`config.mk`:
```
export PLATFORM = sky130hd
export DESIGN_NAME = nib_decoder
export DESIGN_NICKNAME = d
export VERILOG_FILES = /design/src/rtl/nib_dec_pkg.sv /design/src/rtl/nib_unpack.sv /design/src/rtl/nib_accum.sv /design/src/rtl/nib_decoder.sv
export SDC_FILE = /design/constraint.sdc
export NUM_CORES = 1
export LEC_CHECK = 0
export ABC_AREA = 1
export BUFFER_PORTS_ARGS = -buffer_cell sky130_fd_sc_hd__buf_4
export CORE_ASPECT_RATIO = 0.9
export CORE_MARGIN = 5
export CORE_UTILIZATION = 31
export CTS_CLUSTER_DIAMETER = 100
export CTS_CLUSTER_SIZE = 8
export DETAILED_ROUTE_END_ITERATION = 6
export PLACE_DENSITY = 0.61
export SYNTH_ARGS = -nofsm -noshare
export SYNTH_HDL_FRONTEND = slang
export SYNTH_HIERARCHICAL = 1
export SYNTH_SLANG_ARGS = --single-unit
```
`constraint.sdc`:
```
create_clock -name clk -period 2.4 [get_ports clk]
set_input_delay 0.12 -clock clk [delete_from_list [all_inputs] [get_ports clk]]
set_output_delay 0.12 -clock clk [all_outputs]
set_load 0.05 [all_outputs]
```
`src/rtl/nib_dec_pkg.sv`:
```
package nib_dec_pkg;

    localparam int unsigned FUNC_W = 4;
    localparam int unsigned NIB_W  = 4;

    localparam logic [FUNC_W-1:0] FN_PFIX = 4'h2;
    localparam logic [FUNC_W-1:0] FN_NFIX = 4'h6;
    localparam logic [FUNC_W-1:0] FN_OPR  = 4'hF;

    typedef enum logic [1:0] {
        CLS_DIRECT,
        CLS_PFIX,
        CLS_NFIX,
        CLS_OPR
    } fn_class_e;

    function automatic fn_class_e classify(input logic [FUNC_W-1:0] f);
        case (f)
            FN_PFIX: classify = CLS_PFIX;
            FN_NFIX: classify = CLS_NFIX;
            FN_OPR:  classify = CLS_OPR;
            default: classify = CLS_DIRECT;
        endcase
    endfunction

endpackage

```
`src/rtl/nib_unpack.sv`:
```
module nib_unpack #(
    parameter int unsigned WORD_W = 32
) (
    input  logic              clk,
    input  logic              rst_n,
    input  logic              word_valid,
    input  logic [WORD_W-1:0] word_data,
    output logic              word_ready,
    output logic              byte_valid,
    output logic [7:0]        byte_data
);
    localparam int unsigned NBYTES = WORD_W / 8;
    localparam int unsigned IDX_W  = (NBYTES > 1) ? $clog2(NBYTES) : 1;
    localparam logic [IDX_W-1:0] LAST_IDX = IDX_W'(NBYTES - 1);

    typedef struct packed {
        logic              full;
        logic [IDX_W-1:0]  idx;
        logic [WORD_W-1:0] word;
    } unp_t;

    unp_t s_d, s_q;
    logic last;

    always_comb begin
        last       = (s_q.idx == LAST_IDX);
        word_ready = !s_q.full || last;
        byte_valid = s_q.full;
        byte_data  = s_q.word[s_q.idx*8 +: 8];

        s_d = s_q;
        if (s_q.full) begin
            if (last) s_d.full = 1'b0;
            else      s_d.idx  = s_q.idx + 1'b1;
        end
        if (word_valid && word_ready) begin
            s_d.full = 1'b1;
            s_d.idx  = '0;
            s_d.word = word_data;
        end
    end

    always_ff @(posedge clk) begin
        if (!rst_n) s_q <= '0;
        else        s_q <= s_d;
    end

    assert_ready_when_empty_R3: assert property (@(posedge clk) disable iff (!rst_n)
        !s_q.full |-> word_ready);

    assert_step_midword_R2: assert property (@(posedge clk) disable iff (!rst_n)
        (s_q.full && !last) |=> (s_q.full && s_q.idx == $past(s_q.idx) + 1'b1));

    assert_load_from_zero_R2: assert property (@(posedge clk) disable iff (!rst_n)
        (word_valid && word_ready) |=> (s_q.full && s_q.idx == '0));

endmodule

```
`src/rtl/nib_accum.sv`:
```
module nib_accum
    import nib_dec_pkg::*;
#(
    parameter int unsigned OPND_W = 32
) (
    input  logic              clk,
    input  logic              rst_n,
    input  logic              byte_valid,
    input  logic [7:0]        byte_data,
    output logic              iss_valid,
    output logic              iss_op,
    output logic [FUNC_W-1:0] iss_func,
    output logic [OPND_W-1:0] iss_operand
);
    typedef struct packed {
        logic [OPND_W-1:0] acc;
    } acc_t;

    acc_t a_d, a_q;
    logic [FUNC_W-1:0] func;
    logic [OPND_W-1:0] merged;
    fn_class_e         cls;

    always_comb begin
        func   = byte_data[7:4];
        cls    = classify(func);
        merged = a_q.acc | OPND_W'(byte_data[NIB_W-1:0]);

        iss_valid   = byte_valid && (cls == CLS_DIRECT || cls == CLS_OPR);
        iss_op      = (cls == CLS_OPR);
        iss_func    = func;
        iss_operand = merged;

        a_d = a_q;
        if (byte_valid) begin
            case (cls)
                CLS_PFIX: a_d.acc = merged << NIB_W;
                CLS_NFIX: a_d.acc = (~merged) << NIB_W;
                default:  a_d.acc = '0;
            endcase
        end
    end

    always_ff @(posedge clk) begin
        if (!rst_n) a_q <= '0;
        else        a_q <= a_d;
    end

    assert_clear_after_issue_R8: assert property (@(posedge clk) disable iff (!rst_n)
        iss_valid |=> (a_q.acc == '0));

    assert_prefix_low_nibble_R5: assert property (@(posedge clk) disable iff (!rst_n)
        (byte_valid && (cls == CLS_PFIX || cls == CLS_NFIX)) |=> (a_q.acc[NIB_W-1:0] == '0));

    assert_idle_hold_R9: assert property (@(posedge clk) disable iff (!rst_n)
        !byte_valid |=> $stable(a_q.acc));

endmodule

```
`src/rtl/nib_decoder.sv`:
```
module nib_decoder
    import nib_dec_pkg::*;
#(
    parameter int unsigned WORD_W = 32,
    parameter int unsigned OPND_W = 32
) (
    input  logic              clk,
    input  logic              rst_n,
    input  logic              word_valid,
    input  logic [WORD_W-1:0] word_data,
    output logic              word_ready,
    output logic              ins_valid,
    output logic              ins_is_op,
    output logic [3:0]        ins_func,
    output logic [OPND_W-1:0] ins_operand
);
    typedef struct packed {
        logic              valid;
        logic              is_op;
        logic [FUNC_W-1:0] func;
        logic [OPND_W-1:0] operand;
    } out_t;

    logic              byte_valid;
    logic [7:0]        byte_data;
    logic              iss_valid;
    logic              iss_op;
    logic [FUNC_W-1:0] iss_func;
    logic [OPND_W-1:0] iss_operand;

    out_t o_d, o_q;

    nib_unpack #(.WORD_W(WORD_W)) u_unpack (
        .clk        (clk),
        .rst_n      (rst_n),
        .word_valid (word_valid),
        .word_data  (word_data),
        .word_ready (word_ready),
        .byte_valid (byte_valid),
        .byte_data  (byte_data)
    );

    nib_accum #(.OPND_W(OPND_W)) u_accum (
        .clk         (clk),
        .rst_n       (rst_n),
        .byte_valid  (byte_valid),
        .byte_data   (byte_data),
        .iss_valid   (iss_valid),
        .iss_op      (iss_op),
        .iss_func    (iss_func),
        .iss_operand (iss_operand)
    );

    always_comb begin
        o_d       = o_q;
        o_d.valid = iss_valid;
        if (iss_valid) begin
            o_d.is_op   = iss_op;
            o_d.func    = iss_func;
            o_d.operand = iss_operand;
        end
    end

    always_ff @(posedge clk) begin
        if (!rst_n) o_q <= '0;
        else        o_q <= o_d;
    end

    assign ins_valid   = o_q.valid;
    assign ins_is_op   = o_q.is_op;
    assign ins_func    = o_q.func;
    assign ins_operand = o_q.operand;

    assert_strobe_follows_byte_R4: assert property (@(posedge clk) disable iff (!rst_n)
        ins_valid |-> $past(byte_valid));

    assert_op_flag_code_R7: assert property (@(posedge clk) disable iff (!rst_n)
        (ins_valid && ins_is_op) |-> (ins_func == FN_OPR));

    assert_no_prefix_issue_R5: assert property (@(posedge clk) disable iff (!rst_n)
        ins_valid |-> (ins_func != FN_PFIX && ins_func != FN_NFIX));

endmodule

```
==> impl_metrics.prom, run 1 <==
# TYPE chip_impl_metric gauge
chip_impl_metric{name="hpwl",unit="µm"} 7390
chip_impl_metric{name="place.gp.congestion",unit=""} 0.803
chip_impl_metric{name="worst_r2r_path_depth",unit=""} 14
chip_impl_info{name="crit_end",value="ins_operand[21]"} 1
chip_impl_metric{name="overall_routed_net_length",unit="µm"} 12000
chip_impl_metric{name="vias_per_std_cell",unit=""} 4.21
chip_impl_metric{name="worstSetupPathDepth",unit=""} 14
chip_impl_info{name="worst_setup_path_startpoint",value="u_unpack/s_q[33]"} 1
chip_impl_info{name="clockRootBuffer",value="clkbuf_16"} 1
chip_impl_metric{name="die-area",unit="mm²"} 0.0192
chip_impl_metric{name="nets",unit=""} 913
chip_impl_metric{name="placed_cells_incl_taps",unit=""} 1056
chip_impl_metric{name="fp.dieH",unit="µm"} 132
chip_impl_metric{name="global_route_wire_length_before_repair",unit="µm"} 19300
chip_impl_metric{name="cts_htree_levels",unit=""} 3
chip_impl_metric{name="synth.yosys.warnings",unit=""} 6
chip_impl_metric{name="fin_worst_skew",unit="ns"} 0.00714
chip_impl_metric{name="fmaxAchievable",unit="GHz"} 0.460
chip_impl_info{name="outcome",value="finished clean"} 1
chip_impl_metric{name="postRouteAntennaNets",unit=""} 0
chip_impl_metric{name="final.setup.tns",unit="ns"} 0
chip_impl_info{name="timing.critical_path.max_delay_family",value="simple AND/OR/NAND/NOR gates"} 1
chip_impl_metric{name="design_area",unit="mm²"} 0.00620
chip_impl_metric{name="peakVddDrop",unit="V"} 0.000535
chip_impl_metric{name="cell_area_after_placement",unit="mm²"} 0.00567
chip_impl_metric{name="timing.hold.ws",unit="ns"} 0.0772
chip_impl_metric{name="timing.max_slew.rel_slack",unit="%"} 53.7
chip_impl_metric{name="num_antenna_cells",unit=""} 0
chip_impl_metric{name="portBuffers",unit=""} 73
chip_impl_metric{name="rrSetupSlack",unit="ns"} 0.23
chip_impl_metric{name="timing_worst_slew_pin_value",unit="ns"} 0.694
chip_impl_metric{name="worst-path-max-fanout",unit=""} 20
chip_impl_metric{name="via_count",unit=""} 4576
chip_impl_info{name="path_common_cell",value="nor2_1"} 1
chip_impl_metric{name="power_frac_comb",unit="%"} 25.2
chip_impl_metric{name="grt.overflow.total",unit=""} 0
chip_impl_metric{name="total_leakage_power",unit="nW"} 3.13
chip_impl_metric{name="detailedRoute.firstPassIterationCount",unit=""} 4
chip_impl_info{name="crit_chain",value="clkinvlp_4 > buf_4 > o211ai_1 > nand2_1 > nor2_1 > nand2_1 > nand2_2 > inv_1 > ha_1 > nand2_2 > inv_8 > clkbuf_16 > nor2_1 > nor2_1"} 1
chip_impl_metric{name="hold-path-cell-count",unit=""} 5
chip_impl_info{name="holdCritStartpoint",value="word_data[0]"} 1
chip_impl_metric{name="maxCapViolCount",unit=""} 0
chip_impl_metric{name="hold_viol",unit=""} 0
chip_impl_info{name="grt_setup_unrepaired",value="no"} 1
chip_impl_metric{name="sequential_cell_area",unit="mm²"} 0.00203
chip_impl_info{name="regToRegStartpoint",value="u_unpack/s_q[33]"} 1
chip_impl_metric{name="placement_rows",unit=""} 44
chip_impl_metric{name="post-route-period-util",unit="%"} 90.5
chip_impl_info{name="endpoint_kind",value="register"} 1
chip_impl_metric{name="cts_made_buffers",unit=""} 9
chip_impl_metric{name="mappedNetlistArea",unit="mm²"} 0.00512
chip_impl_info{name="layout_common_cells",value="218 x nand2_1, 183 x nor2_1, 141 x inv_1, 98 x dfxtp_1, 86 x buf_4"} 1
chip_impl_info{name="cpMaxStageDelayCell",value="dfxtp_4"} 1
chip_impl_metric{name="power_per_cell_area",unit="mW/mm²"} 746
chip_impl_info{name="timing.rr.end",value="ins_operand[21]"} 1
chip_impl_metric{name="area_taken_by_multi_input_logic_gates",unit="mm²"} 0.00220
chip_impl_metric{name="cp_data_arrival_time",unit="ns"} 2.42
chip_impl_metric{name="synth_sequential_area_ratio",unit="%"} 39.5
chip_impl_metric{name="cell_internal_pwr",unit="W"} 0.00309
chip_impl_metric{name="share_of_final_layout_standard_cells_stronger_than_drive_strength_1",unit="%"} 15.2
chip_impl_metric{name="clk_latency",unit="ns"} 0.35
chip_impl_metric{name="syn-mean-instance-area",unit="µm²"} 6.23
chip_impl_metric{name="timing.critical_path.slowest_cell_delay",unit="ns"} 0.38
chip_impl_metric{name="first_global_vias",unit=""} 4252
chip_impl_metric{name="num_io_pins",unit=""} 74
chip_impl_metric{name="power.share.switching",unit="%"} 33.2
chip_impl_metric{name="area.growth.synth_to_final",unit="%"} 21.1
chip_impl_metric{name="slew_viol_final",unit=""} 0
chip_impl_metric{name="wl_per_cell",unit="µm"} 11.1
chip_impl_info{name="tritoncts",value="built"} 1
chip_impl_info{name="path_class",value="register to register"} 1
chip_impl_metric{name="syn_nets",unit=""} 862
chip_impl_info{name="final_common_cell",value="nand2_1"} 1
chip_impl_metric{name="clk_path_buf_depth",unit=""} 2
chip_impl_metric{name="fp.coreArea",unit="mm²"} 0.0162
chip_impl_metric{name="power.clock.fraction",unit="%"} 33.1
chip_impl_metric{name="die_x",unit="µm"} 146
chip_impl_metric{name="timing.critical_path.buf_inv",unit=""} 5
chip_impl_metric{name="antenna_violations_before_repair",unit=""} 0
chip_impl_metric{name="clock-sinks",unit=""} 101
chip_impl_metric{name="worst-endpoint-required",unit="ns"} 2.65
chip_impl_metric{name="cts.hold.buffers_added",unit=""} 0
chip_impl_metric{name="filler_cell_count",unit=""} 1779
chip_impl_metric{name="global_route_usage_over_all_layers",unit="%"} 11.8
chip_impl_metric{name="power.total",unit="W"} 0.00463
chip_impl_info{name="hold_path_class",value="primary input to register"} 1
chip_impl_metric{name="ys_seq_elements",unit=""} 101
chip_impl_metric{name="timing.final.crit_period",unit="ns"} 2.17
chip_impl_metric{name="syn-instance-count",unit=""} 823
chip_impl_metric{name="layoutNonFillerInstCount",unit=""} 1086
chip_impl_metric{name="cts.reportedPaths.clkPinSlew",unit="ns"} 0.08
chip_impl_metric{name="synthDistinctLibCells",unit=""} 17
chip_impl_metric{name="seq_power_share",unit="%"} 41.7
chip_impl_metric{name="grt_start_max_net_pins",unit=""} 67
chip_impl_metric{name="initial_core_util",unit="%"} 31.7
chip_impl_metric{name="drt_first_iter_violations",unit=""} 216
chip_impl_metric{name="count_of_final_setup_violators",unit=""} 0
chip_impl_metric{name="post-route-drc-count",unit=""} 0
chip_impl_info{name="timing.critical_path.from_type",value="register"} 1
chip_impl_metric{name="switchingPower",unit="W"} 0.00154
==> worst min-delay path: stages <==
cell,delay [ns]
buf_4,0.07
inv_1,0.03
nand3_1,0.06
nand2_1,0.05
nor2_1,0.07
==> worst min path at each step <==
stage               slack [ns]               end
finish                    0.08   u_unpack/s_q[0]
detailed placement        0.44  u_unpack/s_q[10]
floorplan                 0.34  u_unpack/s_q[13]
global placement          0.44  u_unpack/s_q[26]
CTS                       0.07  u_unpack/s_q[10]
global route              0.09   u_unpack/s_q[0]
==> synth_stat cells (all sizes together) <==
library cell,n,area (µm²)
dfxtp,101,2020
buf,51,347
inv,146,548
nand2,221,832
nor2,184,691
a21boi,1,7.51
clkbuf,5,18.8
nand3,62,310
o21ai,8,40.0
o211ai,8,60.1
ha,4,50.1
a21oi,32,198
==> power groups by stage <==
stage	Combinational, W	Sequential [W]	Clock (W)
after global routing	0.00129	0.00195	0.00165
after floorplan	0.000610	0.00219	0
after global placement	0.00108	0.00197	0
after detailed placement	0.00109	0.00197	0
final	0.00116	0.00193	0.00153
after CTS	0.00109	0.00193	0.00159
==> area by class of cell <==
class	instances	share of cell area, %
flip-flops and latches	101	32.7
repair buffers	95	13.6
clock buffers	9	3.63
inverters	146	9.05
multi-input cells	520	35.4
repair inverters	1	0.0807
well taps	207	4.17
clock inverters	7	1.41
==> kinds of logic (layout without fill, tap and decap cells) <==
| kind of cell | count (synthesis) | count (layout) | synth area share, % |
|---|---|---|---|
| simple gates | 467 | 467 | 35.8 |
| buf+inv | 202 | 258 | 17.8 |
| flops | 101 | 101 | 39.5 |
| compound gates | 49 | 49 | 5.96 |
| fa+ha+maj | 4 | 4 | 0.977 |
==> metal layers <==
layer / track usage [%] / share of wire, % / vias to the layer above
li1: - / - / 2512
met1: 15.2 / 49 / 1991
met2: 19.2 / 46 / 69
met3: 3.71 / 4.3 / 4
met4: 2.95 / 0.79 / 0
met5: 0 / 0 / -
==> per-stage QoR <==
step	setup slack [ns]	utilization (%)
2_1_floorplan	0.218	-
3_3_place_gp	0.116	35.0
3_5_place_dp	0.0866	35.0
4_1_cts	0.0525	37.0
5_1_grt	0.0153	38.3
6_report	0.228	38.3
==> flip-flops by register name, indices dropped and copies added, names as in the netlist <==
signal	count
ins_operand	32
u_accum/a_q	28
ins_is_op	1
u_unpack/s_q	34
ins_func	4
ins_valid	1
u_unpack/byte_valid	1
==> repair_timing <==
| item | CTS | global route |
|---|---|---|
| gates resized for setup | 0 | 15 |
| setup endpoints to repair | 0 | 66 |
| setup buffers | 0 | 8 |
| endpoints found under the hold margin | 0 | 0 |
Power figures use the tool's default switching activity.
==> run 2: changes to the inputs <==
--- a/config.mk
+++ b/config.mk
@@ -9,11 +9,11 @@
 export BUFFER_PORTS_ARGS = -buffer_cell sky130_fd_sc_hd__buf_4
 export CORE_ASPECT_RATIO = 0.9
 export CORE_MARGIN = 5
-export CORE_UTILIZATION = 31
+export CORE_UTILIZATION = 45
 export CTS_CLUSTER_DIAMETER = 100
 export CTS_CLUSTER_SIZE = 8
 export DETAILED_ROUTE_END_ITERATION = 6
-export PLACE_DENSITY = 0.61
+export PLACE_DENSITY = 0.77
 export SYNTH_ARGS = -nofsm -noshare
 export SYNTH_HDL_FRONTEND = slang
 export SYNTH_HIERARCHICAL = 1
==> run 2 against run 1 <==
  * Combinational power about the same
  * Total power increased by 0.58%
  * Clock power increased by 3%
  * Sequential share of layout area increased by 0.31 points
  * Sequential cell count unchanged
  * Critical endpoint is now ins_operand[13]
==> impl_metrics.prom, run 2 (synthesis results as in run 1) <==
# TYPE chip_impl_metric gauge
chip_impl_info{name="outcome",value="finished clean"} 1
chip_impl_info{name="layout_common_cells",value="217 x nand2_1, 180 x nor2_1, 141 x inv_1, 98 x dfxtp_1, 91 x buf_4"} 1
chip_impl_metric{name="largest_reg_flops",unit=""} 34
chip_impl_info{name="final_common_cell",value="nand2_1"} 1
chip_impl_metric{name="antenna_violations_before_repair",unit=""} 0
chip_impl_metric{name="share_of_final_layout_standard_cells_stronger_than_drive_strength_1",unit="%"} 15.8
chip_impl_metric{name="slew_viol_final",unit=""} 0
chip_impl_info{name="worst_hold_path.endpoint",value="u_unpack/s_q[2]"} 1
chip_impl_metric{name="fin_worst_skew",unit="ns"} 0.00647
chip_impl_metric{name="post-route-period-util",unit="%"} 94.3
chip_impl_metric{name="first_global_vias",unit=""} 4171
chip_impl_metric{name="worst_r2r_path_depth",unit=""} 15
chip_impl_metric{name="placed_cells_incl_taps",unit=""} 1012
chip_impl_metric{name="hold-path-cell-count",unit=""} 5
chip_impl_metric{name="count_of_final_setup_violators",unit=""} 0
chip_impl_metric{name="worst-path-max-fanout",unit=""} 15
chip_impl_metric{name="total_leakage_power",unit="nW"} 3.13
chip_impl_metric{name="place.gp.congestion",unit=""} 0.806
chip_impl_metric{name="grt_start_max_net_pins",unit=""} 67
chip_impl_metric{name="portBuffers",unit=""} 73
chip_impl_metric{name="fp.dieH",unit="µm"} 111
chip_impl_metric{name="hpwl",unit="µm"} 7280
chip_impl_metric{name="clk_latency",unit="ns"} 0.34
chip_impl_metric{name="die-area",unit="mm²"} 0.0136
chip_impl_metric{name="post-route-util",unit="%"} 54.4
chip_impl_metric{name="drt_first_iter_violations",unit=""} 365
chip_impl_info{name="tritoncts",value="built"} 1
chip_impl_info{name="holdCritStartpoint",value="word_data[2]"} 1
chip_impl_info{name="cpMaxStageDelayCell",value="dfxtp_2"} 1
chip_impl_info{name="endpoint_kind",value="register"} 1
chip_impl_info{name="hold_path_class",value="primary input to register"} 1
chip_impl_metric{name="grt.overflow.total",unit=""} 0
chip_impl_metric{name="filler_cell_count",unit=""} 1126
chip_impl_metric{name="detailedRoute.firstPassIterationCount",unit=""} 5
chip_impl_info{name="path_class",value="register to register"} 1
chip_impl_metric{name="hold_viol",unit=""} 0
chip_impl_metric{name="maxCapViolCount",unit=""} 0
chip_impl_metric{name="global_route_usage_over_all_layers",unit="%"} 16.3
chip_impl_metric{name="clock-sinks",unit=""} 101
chip_impl_info{name="timing.critical_path.max_delay_family",value="buffers and inverters"} 1
chip_impl_metric{name="initial_core_util",unit="%"} 45.4
chip_impl_metric{name="layoutNonFillerInstCount",unit=""} 1036
chip_impl_metric{name="placement_rows",unit=""} 37
chip_impl_metric{name="die_x",unit="µm"} 122
chip_impl_metric{name="cts_htree_levels",unit=""} 3
chip_impl_info{name="crit_chain",value="clkinvlp_4 > buf_4 > o211ai_1 > nand2_1 > nand2_1 > nor2_1 > inv_1 > nand2_2 > inv_1 > ha_4 > nand2_2 > clkinv_4 > clkbuf_16 > nor2_1 > nor2_1"} 1
chip_impl_info{name="regToRegStartpoint",value="u_unpack/s_q[33]"} 1
chip_impl_metric{name="timing.final.crit_period",unit="ns"} 2.26
chip_impl_info{name="reg_with_most_ffs",value="u_unpack/s_q"} 1
chip_impl_metric{name="vias_per_std_cell",unit=""} 4.54
chip_impl_metric{name="cts_made_buffers",unit=""} 9
chip_impl_metric{name="wl_per_cell",unit="µm"} 11.0
chip_impl_metric{name="overall_routed_net_length",unit="µm"} 11400
chip_impl_info{name="path_common_cell",value="nor2_1"} 1
chip_impl_metric{name="via_count",unit=""} 4701
chip_impl_metric{name="timing_worst_slew_pin_value",unit="ns"} 0.661
chip_impl_metric{name="rrSetupSlack",unit="ns"} 0.14
chip_impl_metric{name="timing.max_slew.rel_slack",unit="%"} 55.9
chip_impl_metric{name="global_route_wire_length_before_repair",unit="µm"} 18700
chip_impl_metric{name="peakVddDrop",unit="V"} 0.000340
chip_impl_metric{name="power_per_cell_area",unit="mW/mm²"} 758
chip_impl_metric{name="timing.critical_path.buf_inv",unit=""} 6
chip_impl_metric{name="area.growth.synth_to_final",unit="%"} 19.8
chip_impl_info{name="timing.rr.end",value="ins_operand[13]"} 1
chip_impl_metric{name="cp_data_arrival_time",unit="ns"} 2.50
chip_impl_metric{name="num_antenna_cells",unit=""} 0
chip_impl_metric{name="timing.critical_path.slowest_cell_delay",unit="ns"} 0.36
chip_impl_metric{name="num_io_pins",unit=""} 74
chip_impl_metric{name="fmaxAchievable",unit="GHz"} 0.442
chip_impl_info{name="clockRootBuffer",value="clkbuf_16"} 1
chip_impl_metric{name="worst-endpoint-required",unit="ns"} 2.64
chip_impl_metric{name="fp.coreArea",unit="mm²"} 0.0113
chip_impl_metric{name="clk_path_buf_depth",unit=""} 2
chip_impl_metric{name="post-route-drc-count",unit=""} 0
chip_impl_info{name="timing.critical_path.from_type",value="register"} 1
chip_impl_metric{name="postRouteAntennaNets",unit=""} 0
chip_impl_metric{name="cts.reportedPaths.clkPinSlew",unit="ns"} 0.07
chip_impl_metric{name="final.setup.tns",unit="ns"} 0
chip_impl_metric{name="nets",unit=""} 914
## run 2: cell types whose count changed in the layout (fill, tap and decap cells not counted), moves of 2 or more
cell	delta
buf_4	+5
clkbuf_16	-2
inv_6	-2
inv_8	-3
nor2_1	-3
nor2_2	+3
o21ai_0	-2
o21ai_1	+2
## run 2: worst min-delay path, cell delays in order
cell	delay, ns
buf_4	0.07
inv_1	0.03
nand3_1	0.06
nand2_1	0.04
nor2_1	0.07
## run 2: worst max-delay path by stage
stage	slack (ns)	from	end	depth (start not counted)
after global routing	-0.03	u_unpack/s_q[33]	ins_operand[0]	16
after detailed placement	0.21	u_unpack/s_q[33]	ins_operand[16]	16
after CTS	0.13	u_unpack/s_q[33]	ins_operand[13]	15
after global placement	0.27	u_unpack/s_q[33]	ins_operand[16]	16
final	0.14	u_unpack/s_q[33]	ins_operand[13]	15
after floorplan	0.22	u_unpack/s_q[32]	ins_operand[10]	16
## run 2: power breakdown
| part | switching [W] | leakage [nW] | total (W) | internal, W |
|---|---|---|---|---|
| clock | 0.000623 | 0.160 | 0.00157 | 0.000946 |
| sequential | 0.000111 | 0.835 | 0.00194 | 0.00183 |
| combinational | 0.000728 | 2.14 | 0.00114 | 0.000414 |
| total | 0.00146 | 3.13 | 0.00465 | 0.00319 |
## run 2: cell type report
| class | count | area [µm²] | share of cell area (%) |
|---|---|---|---|
| Inverter | 146 | 557 | 9.07 |
| Tap cell | 156 | 195 | 3.18 |
| Multi-Input combinational cell | 520 | 2220 | 36.1 |
| Clock inverter | 5 | 82.6 | 1.35 |
| Clock buffer | 11 | 243 | 3.95 |
| Timing Repair Buffer | 97 | 818 | 13.3 |
| Sequential cell | 101 | 2030 | 33.0 |
## run 2: stage by stage
stage	worst slack, ns	hold WS [ns]	instance area [µm²]	total power (W)
finish	0.137	0.0867	6140	0.00465
global route	-0.0331	0.100	6140	0.00490
CTS	0.126	0.0806	5990	0.00462
detailed placement	0.213	0.439	5660	0.00305
global placement	0.269	0.436	5660	0.00304
floorplan	0.218	0.339	5120	0.00280
## run 2: per-layer routing
metal	up-vias	routed length [µm]	part of all wire, %	global-route usage, %
met5	-	0	0	0
met4	0	121	1.1	4.48
met3	12	525	4.6	3.37
met2	104	5160	45	25.3
met1	2069	5610	49	22.9
li1	2516	-	-	-
## run 2: what timing repair did
action | 4_1_cts | 5_1_grt
hold buffers | 0 | 0
endpoints found under the setup margin | 0 | 41
buffers inserted | 0 | 5
gates resized for setup | 0 | 17
